## src/rtl/uart_flowctl_pkg.sv

```systemverilog
package uart_flowctl_pkg;

   typedef enum logic {
      FILL_LOW  = 1'b0,
      FILL_HIGH = 1'b1
   } fill_state_e;

   typedef struct packed {
      logic xon_hit;
      logic xoff_hit;
   } char_match_t;

endpackage

```

## src/rtl/fc_level_watch.sv

```systemverilog
module fc_level_watch
   import uart_flowctl_pkg::*;
#(
   parameter int LVL_W    = 7,
   parameter int THR_W    = 4,
   parameter int THR_UNIT = 4
) (
   input  logic             clk,
   input  logic             rst_n,
   input  logic             sw_en,
   input  logic [LVL_W-1:0] rx_level,
   input  logic [THR_W-1:0] halt_thr,
   input  logic [THR_W-1:0] resume_thr,
   output logic             fill_high,
   output logic             cfg_ok,
   output logic [LVL_W-1:0] halt_lvl,
   output logic             xon_req,
   output logic             xoff_req
);

   logic [LVL_W-1:0] res_lvl;
   fill_state_e      state_q, state_d;

   assign halt_lvl = LVL_W'(halt_thr) * LVL_W'(THR_UNIT);
   assign res_lvl  = LVL_W'(resume_thr) * LVL_W'(THR_UNIT);
   assign cfg_ok   = (resume_thr < halt_thr);

   always_comb begin
      state_d = state_q;
      if (!cfg_ok)                 state_d = FILL_LOW;
      else if (rx_level >= halt_lvl) state_d = FILL_HIGH;
      else if (rx_level <= res_lvl)  state_d = FILL_LOW;
   end

   always_ff @(posedge clk or negedge rst_n) begin
      if (!rst_n) begin
         state_q  <= FILL_LOW;
         xon_req  <= 1'b0;
         xoff_req <= 1'b0;
      end else begin
         state_q  <= state_d;
         xoff_req <= sw_en && cfg_ok && (state_q == FILL_LOW)  && (state_d == FILL_HIGH);
         xon_req  <= sw_en && cfg_ok && (state_q == FILL_HIGH) && (state_d == FILL_LOW);
      end
   end

   assign fill_high = (state_q == FILL_HIGH);

   AST_REQ_EXCL: assert property (@(posedge clk) disable iff (!rst_n)
      !(xon_req && xoff_req));
   AST_XOFF_PULSE: assert property (@(posedge clk) disable iff (!rst_n)
      xoff_req |=> !xoff_req);
   AST_XON_PULSE: assert property (@(posedge clk) disable iff (!rst_n)
      xon_req |=> !xon_req);
   AST_BADCFG_QUIET: assert property (@(posedge clk) disable iff (!rst_n)
      !cfg_ok |=> (!fill_high && !xoff_req && !xon_req));

endmodule

```

## src/rtl/fc_swrx.sv

```systemverilog
module fc_swrx
   import uart_flowctl_pkg::*;
#(
   parameter int CHAR_W = 8
) (
   input  logic              clk,
   input  logic              rst_n,
   input  logic              sw_en,
   input  logic              any_resume,
   input  logic              rx_valid,
   input  logic [CHAR_W-1:0] rx_char,
   input  logic [CHAR_W-1:0] xon_char,
   input  logic [CHAR_W-1:0] xoff_char,
   output logic              sw_stop,
   output logic              rx_store
);

   char_match_t hit;

   assign hit.xon_hit  = (rx_char == xon_char);
   assign hit.xoff_hit = (rx_char == xoff_char);

   always_ff @(posedge clk or negedge rst_n) begin
      if (!rst_n) begin
         sw_stop <= 1'b0;
      end else if (!sw_en) begin
         sw_stop <= 1'b0;
      end else if (rx_valid) begin
         if (hit.xoff_hit)                 sw_stop <= 1'b1;
         else if (hit.xon_hit || any_resume) sw_stop <= 1'b0;
      end
   end

   assign rx_store = rx_valid && !(sw_en && (hit.xon_hit || hit.xoff_hit));

   AST_XOFF_STOPS: assert property (@(posedge clk) disable iff (!rst_n)
      (rx_valid && sw_en && (rx_char == xoff_char)) |=> sw_stop);
   AST_CONSUME_CTRL: assert property (@(posedge clk) disable iff (!rst_n)
      (rx_valid && sw_en && ((rx_char == xon_char) || (rx_char == xoff_char))) |-> !rx_store);
   AST_SW_OFF_CLEAR: assert property (@(posedge clk) disable iff (!rst_n)
      !sw_en |=> !sw_stop);

endmodule

```

## src/rtl/fc_txgate.sv

```systemverilog
module fc_txgate (
   input  logic clk,
   input  logic rst_n,
   input  logic hw_en,
   input  logic cts_clear,
   input  logic sw_stop,
   input  logic tx_idle,
   output logic tx_en
);

   logic want_en;

   assign want_en = !(hw_en && !cts_clear) && !sw_stop;

   always_ff @(posedge clk or negedge rst_n) begin
      if (!rst_n)       tx_en <= 1'b1;
      else if (tx_idle) tx_en <= want_en;
   end

   AST_TXEN_HOLD: assert property (@(posedge clk) disable iff (!rst_n)
      !tx_idle |=> $stable(tx_en));
   AST_CTS_STOP: assert property (@(posedge clk) disable iff (!rst_n)
      (tx_idle && hw_en && !cts_clear) |=> !tx_en);

endmodule

```

## src/rtl/uart_flowctl.sv

```systemverilog
module uart_flowctl #(
   parameter int FIFO_DEPTH     = 64,
   parameter int THR_W          = 4,
   parameter int THR_UNIT       = 4,
   parameter int CHAR_W         = 8,
   parameter bit CTS_ACTIVE_LOW = 1'b0,
   localparam int LVL_W         = $clog2(FIFO_DEPTH + 1)
) (
   input  logic              clk,
   input  logic              rst_n,
   input  logic              hw_en_i,
   input  logic              sw_en_i,
   input  logic              any_resume_i,
   input  logic [THR_W-1:0]  halt_thr_i,
   input  logic [THR_W-1:0]  resume_thr_i,
   input  logic [CHAR_W-1:0] xon_char_i,
   input  logic [CHAR_W-1:0] xoff_char_i,
   input  logic [LVL_W-1:0]  rx_level_i,
   input  logic [CHAR_W-1:0] rx_char_i,
   input  logic              rx_valid_i,
   input  logic              cts_i,
   input  logic              tx_idle_i,
   output logic              rts_o,
   output logic              tx_en_o,
   output logic              xon_req_o,
   output logic              xoff_req_o,
   output logic              rx_store_o
);

   localparam int MAX_THR_LVL = ((1 << THR_W) - 1) * THR_UNIT;

   if (FIFO_DEPTH < 2) begin : g_bad_depth
      $error("uart_flowctl: FIFO_DEPTH must be at least 2");
   end
   if (MAX_THR_LVL > FIFO_DEPTH) begin : g_bad_thr
      $error("uart_flowctl: threshold range exceeds FIFO_DEPTH");
   end
   if (THR_UNIT < 1) begin : g_bad_unit
      $error("uart_flowctl: THR_UNIT must be positive");
   end

   logic             cts_clear;
   logic             fill_high;
   logic             cfg_ok;
   logic [LVL_W-1:0] halt_lvl;
   logic             sw_stop;

   if (CTS_ACTIVE_LOW) begin : g_cts_low
      assign cts_clear = !cts_i;
   end else begin : g_cts_high
      assign cts_clear = cts_i;
   end

   fc_level_watch #(
      .LVL_W    (LVL_W),
      .THR_W    (THR_W),
      .THR_UNIT (THR_UNIT)
   ) u_level (
      .clk        (clk),
      .rst_n      (rst_n),
      .sw_en      (sw_en_i),
      .rx_level   (rx_level_i),
      .halt_thr   (halt_thr_i),
      .resume_thr (resume_thr_i),
      .fill_high  (fill_high),
      .cfg_ok     (cfg_ok),
      .halt_lvl   (halt_lvl),
      .xon_req    (xon_req_o),
      .xoff_req   (xoff_req_o)
   );

   fc_swrx #(
      .CHAR_W (CHAR_W)
   ) u_swrx (
      .clk        (clk),
      .rst_n      (rst_n),
      .sw_en      (sw_en_i),
      .any_resume (any_resume_i),
      .rx_valid   (rx_valid_i),
      .rx_char    (rx_char_i),
      .xon_char   (xon_char_i),
      .xoff_char  (xoff_char_i),
      .sw_stop    (sw_stop),
      .rx_store   (rx_store_o)
   );

   fc_txgate u_txgate (
      .clk       (clk),
      .rst_n     (rst_n),
      .hw_en     (hw_en_i),
      .cts_clear (cts_clear),
      .sw_stop   (sw_stop),
      .tx_idle   (tx_idle_i),
      .tx_en     (tx_en_o)
   );

   assign rts_o = !(hw_en_i && fill_high);

   AST_RTS_HALT: assert property (@(posedge clk) disable iff (!rst_n)
      (hw_en_i && cfg_ok && (rx_level_i >= halt_lvl)) |=> (!rts_o || !hw_en_i));
   AST_RTS_HW_OFF: assert property (@(posedge clk) disable iff (!rst_n)
      !hw_en_i |-> rts_o);

endmodule

```

## config.mk

```make
export PLATFORM = sky130hd
export DESIGN_NAME = uart_flowctl
export DESIGN_NICKNAME = d
export VERILOG_FILES = /design/src/rtl/uart_flowctl_pkg.sv /design/src/rtl/fc_level_watch.sv /design/src/rtl/fc_swrx.sv /design/src/rtl/fc_txgate.sv /design/src/rtl/uart_flowctl.sv
export SDC_FILE = /design/constraint.sdc
export NUM_CORES = 1
export LEC_CHECK = 0
export ABC_AREA = 1
export ABC_CLOCK_PERIOD_IN_PS = 2300
export BUFFER_PORTS_ARGS = -buffer_cell sky130_fd_sc_hd__buf_2
export CORE_UTILIZATION = 44
export DETAILED_ROUTE_END_ITERATION = 6
export GPL_TIMING_DRIVEN = 0
export PLACE_DENSITY_LB_ADDON = 0.2
export SYNTH_ARGS = -nofsm -noshare
export SYNTH_HDL_FRONTEND = slang
export SYNTH_SLANG_ARGS = --single-unit
```

## constraint.sdc

```tcl
create_clock -name clk -period 2.3 [get_ports clk]
set_input_delay 0.23 -clock clk [delete_from_list [all_inputs] [get_ports clk]]
set_output_delay 0.23 -clock clk [all_outputs]
set_load 0.01 [all_outputs]
```

==> flow_metrics.tcl <==
set metrics [dict create \
    synth_warnings 0 \
    mostFrequentLayoutCell "buf_2" \
    routed_wl_um 1700 \
    p_leak_nw 0.677 \
    crit_buf_inv 3 \
    cts_tree "done" \
    skew_ns 0.00424 \
    synth_cell_type_count 18 \
    path_common_cell "nand2_1" \
    cts_resized 0 \
    holdPathEnd "u_txgate.tx_en" \
    dp_hpwl_um 1580 \
    hold_path.class "primary input to flip-flop" \
    overflow 0 \
    multi_input_area_sq_um 532 \
    ff_latch_area_sq_um 126 \
    power_density_mw_per_mm2 335 \
    violations "DRC" \
    clkSinkCount 5 \
    initial_core_util_pct 48.5 \
    max_freq_mhz 773 \
    drc_errors 4 \
    period_minus_slack_ns 1.29 \
    htree_levels 1 \
    final_util_pct 68.5 \
    drt-vias-per-instance 4.61 \
    cap_violations 0 \
    end_kind "output port" \
    die_width_um 43.4 \
    clk_pin_slew_ns 0.04 \
    insertion_delay_ns 0.24 \
    gp_congestion 0.681 \
    placed_area_sq_mm 0.00103 \
    rrSetupSlack_ns 1.40 \
    grt_pass1_vias 842 \
    final_cell_mix "51 x buf_2, 38 x nand2_1, 26 x inv_1" \
    worst-endpoint-required_ns 2.07 \
    hold_viol 0 \
    dieArea_sq_mm 0.00189 \
    synth_top_area_cell "nand2_1" \
    final.setup.tns_ns 0 \
    cp_max_fo 3 \
    fillers 154 \
    cts_buffers 3 \
    syn_area_per_cell_sq_um 6.40 \
    clockBufferDepth 2 \
    diodes 0 \
    r2r_cells 6 \
    r2r-start "u_level.fill_high" \
    seq_area_frac_synth_pct 16.7 \
    ys_top_cells_by_area "nand2_1 19%, ha_1 18%, dfrtp_1 13%" \
    grt_usage_pct 21.2 \
    grt_first_pass_wirelength_um 3060 \
    layout-drive-gt1-share_pct 33.3 \
    rsz0062_at_grt "false" \
    ios 52 \
    synth-seq-cells 5 \
    num_rows 14 \
    areaGrowthSynthToFinish_pct 41.2 \
    cp-start-kind "primary input" \
    crit_chain "buf_2 -> inv_1 -> nand2_1 -> nand2_1 -> nand2_1 -> nor2_1 -> nand2_1 -> nand2_1 -> a21oi_1 -> buf_2" \
    io_buffers 51 \
    antenna_found_initial 0 \
    ir_worst_vdd_v 0.000156 \
    grt_max_degree 6 \
    cpPeakStageDelay_ns 0.15 \
    reg2reg_to "u_level.xoff_req" \
    routedWlPerCell_um 8.95 \
    crit_type "primary input to output port" \
    dr_total_vias 876 \
    root_buffer "clkbuf_4" \
    synthesis.area_sq_um 756 \
    die_h_um 43.4 \
    hold_path_depth 2 \
    finalNetCount 233 \
    syn_inst 118 \
    synth_top_area_share_pct 18.9 \
    path_delay_family "simple AND/OR/NAND/NOR gates" \
    syn-num-nets 176 \
    worstHoldStart "tx_idle_i" \
    crit_arrival_ns 1.06 \
    crit_slowest_cell "nor2_1" \
    fin_crit_sh_pct 56.2 \
    final_area_sq_mm 0.00107 \
    finalMaxSlewViolations 0 \
    drtAntennaViolNets 0 \
    outcome "finished with violations" \
    firstDrtPassIters 5 \
    post_cts_buffers 0 \
    setup_viol_count_final 0 \
    tightest_slew_ns 0.270 \
    drtIter0Drc 15 \
    core-area_sq_mm 0.00156 \
    slew_headroom_pct 81.8 \
]
## cell usage after synthesis
library cell	instances
inv_1	26
a31oi_1	1
nand2_1	38
nor3_2	1
dfstp_2	1
a21boi_0	1
a21o_1	1
nor4_2	1
xnor2_1	11
o21ai_0	1
a21oi_1	5
dfrtp_1	4
nand3_1	1
nor2_1	10
o221ai_1	1
mux2_2	1
nand4_1	3
ha_1	11
## area by class of cell
cell class | count | share of cell area [%]
clock buffers | 4 | 2.46
inverters | 26 | 9.14
multi-input cells | 87 | 49.8
flip-flops and latches | 5 | 11.8
well taps | 16 | 1.88
repair buffers | 52 | 24.9
## stage by stage
| step | worst slack, ns | hold WS [ns] | total power [mW] | instances |
|---|---|---|---|---|
| 6_report | 1.01 | 0.234 | 0.358 | 190 |
| 5_1_grt | 0.853 | 0.222 | 0.398 | 190 |
| 4_1_cts | 0.997 | 0.227 | 0.365 | 190 |
| 3_5_place_dp | 0.830 | 0.0455 | 0.260 | 185 |
| 3_3_place_gp | 0.872 | 0.0434 | 0.251 | 185 |
| 2_1_floorplan | 1.04 | -0.0656 | 0.188 | 118 |
## cell families after synthesis
logic type               after synthesis  share of synthesized area [%]
flip-flops                             5                           16.7
AND/OR/NAND/NOR                       54                           30.0
XOR/XNOR                              11                           12.7
AO/OA/AOI/OAI                         10                           7.95
adder cells (fa/ha/maj)               11                           18.2
buffers and inverters                 26                           12.9
multiplexers                           1                           1.49
## metal layers
metal	GRT usage, %	vias up	share of wire [%]
met3	4.17	4	3.9
met2	40.0	28	52
met4	11.3	0	1.7
met5	0	-	0
li1	-	477	-
met1	21.8	367	42
## worst max-delay path by stage
| stage | start | endpoint | slack [ns] | depth (start not counted) |
|---|---|---|---|---|
| after floorplan | halt_thr_i[2] | u_level.xoff_req | 1.04 | 8 |
| after global placement | halt_thr_i[2] | u_level.xoff_req | 0.87 | 9 |
| after detailed placement | halt_thr_i[2] | u_level.xoff_req | 0.83 | 9 |
| final | rx_char_i[4] | rx_store_o | 1.01 | 10 |
| after global routing | rx_char_i[7] | rx_store_o | 0.85 | 10 |
| after CTS | rx_char_i[4] | rx_store_o | 1.0 | 10 |
## sequential cells by signal, summed over array words and instances, names as in the netlist
name	cells
u_level.xon_req	1
u_level.fill_high	1
u_swrx.sw_stop	1
u_txgate.tx_en	1
u_level.xoff_req	1
## report_power, final
| part | leakage [nW] | switching, mW | internal, mW |
|---|---|---|---|
| combinational | 0.599 | 0.0794 | 0.0804 |
| sequential | 0.0637 | 0.00250 | 0.0962 |
| clock | 0.0150 | 0.0339 | 0.0655 |
| total | 0.677 | 0.116 | 0.242 |
## what timing repair did
action	CTS	global route
hold buffers	1	0
endpoints found under the hold margin	5	0
endpoints found under the setup margin	0	0
No activity file was read; power rests on OpenSTA's default activity.
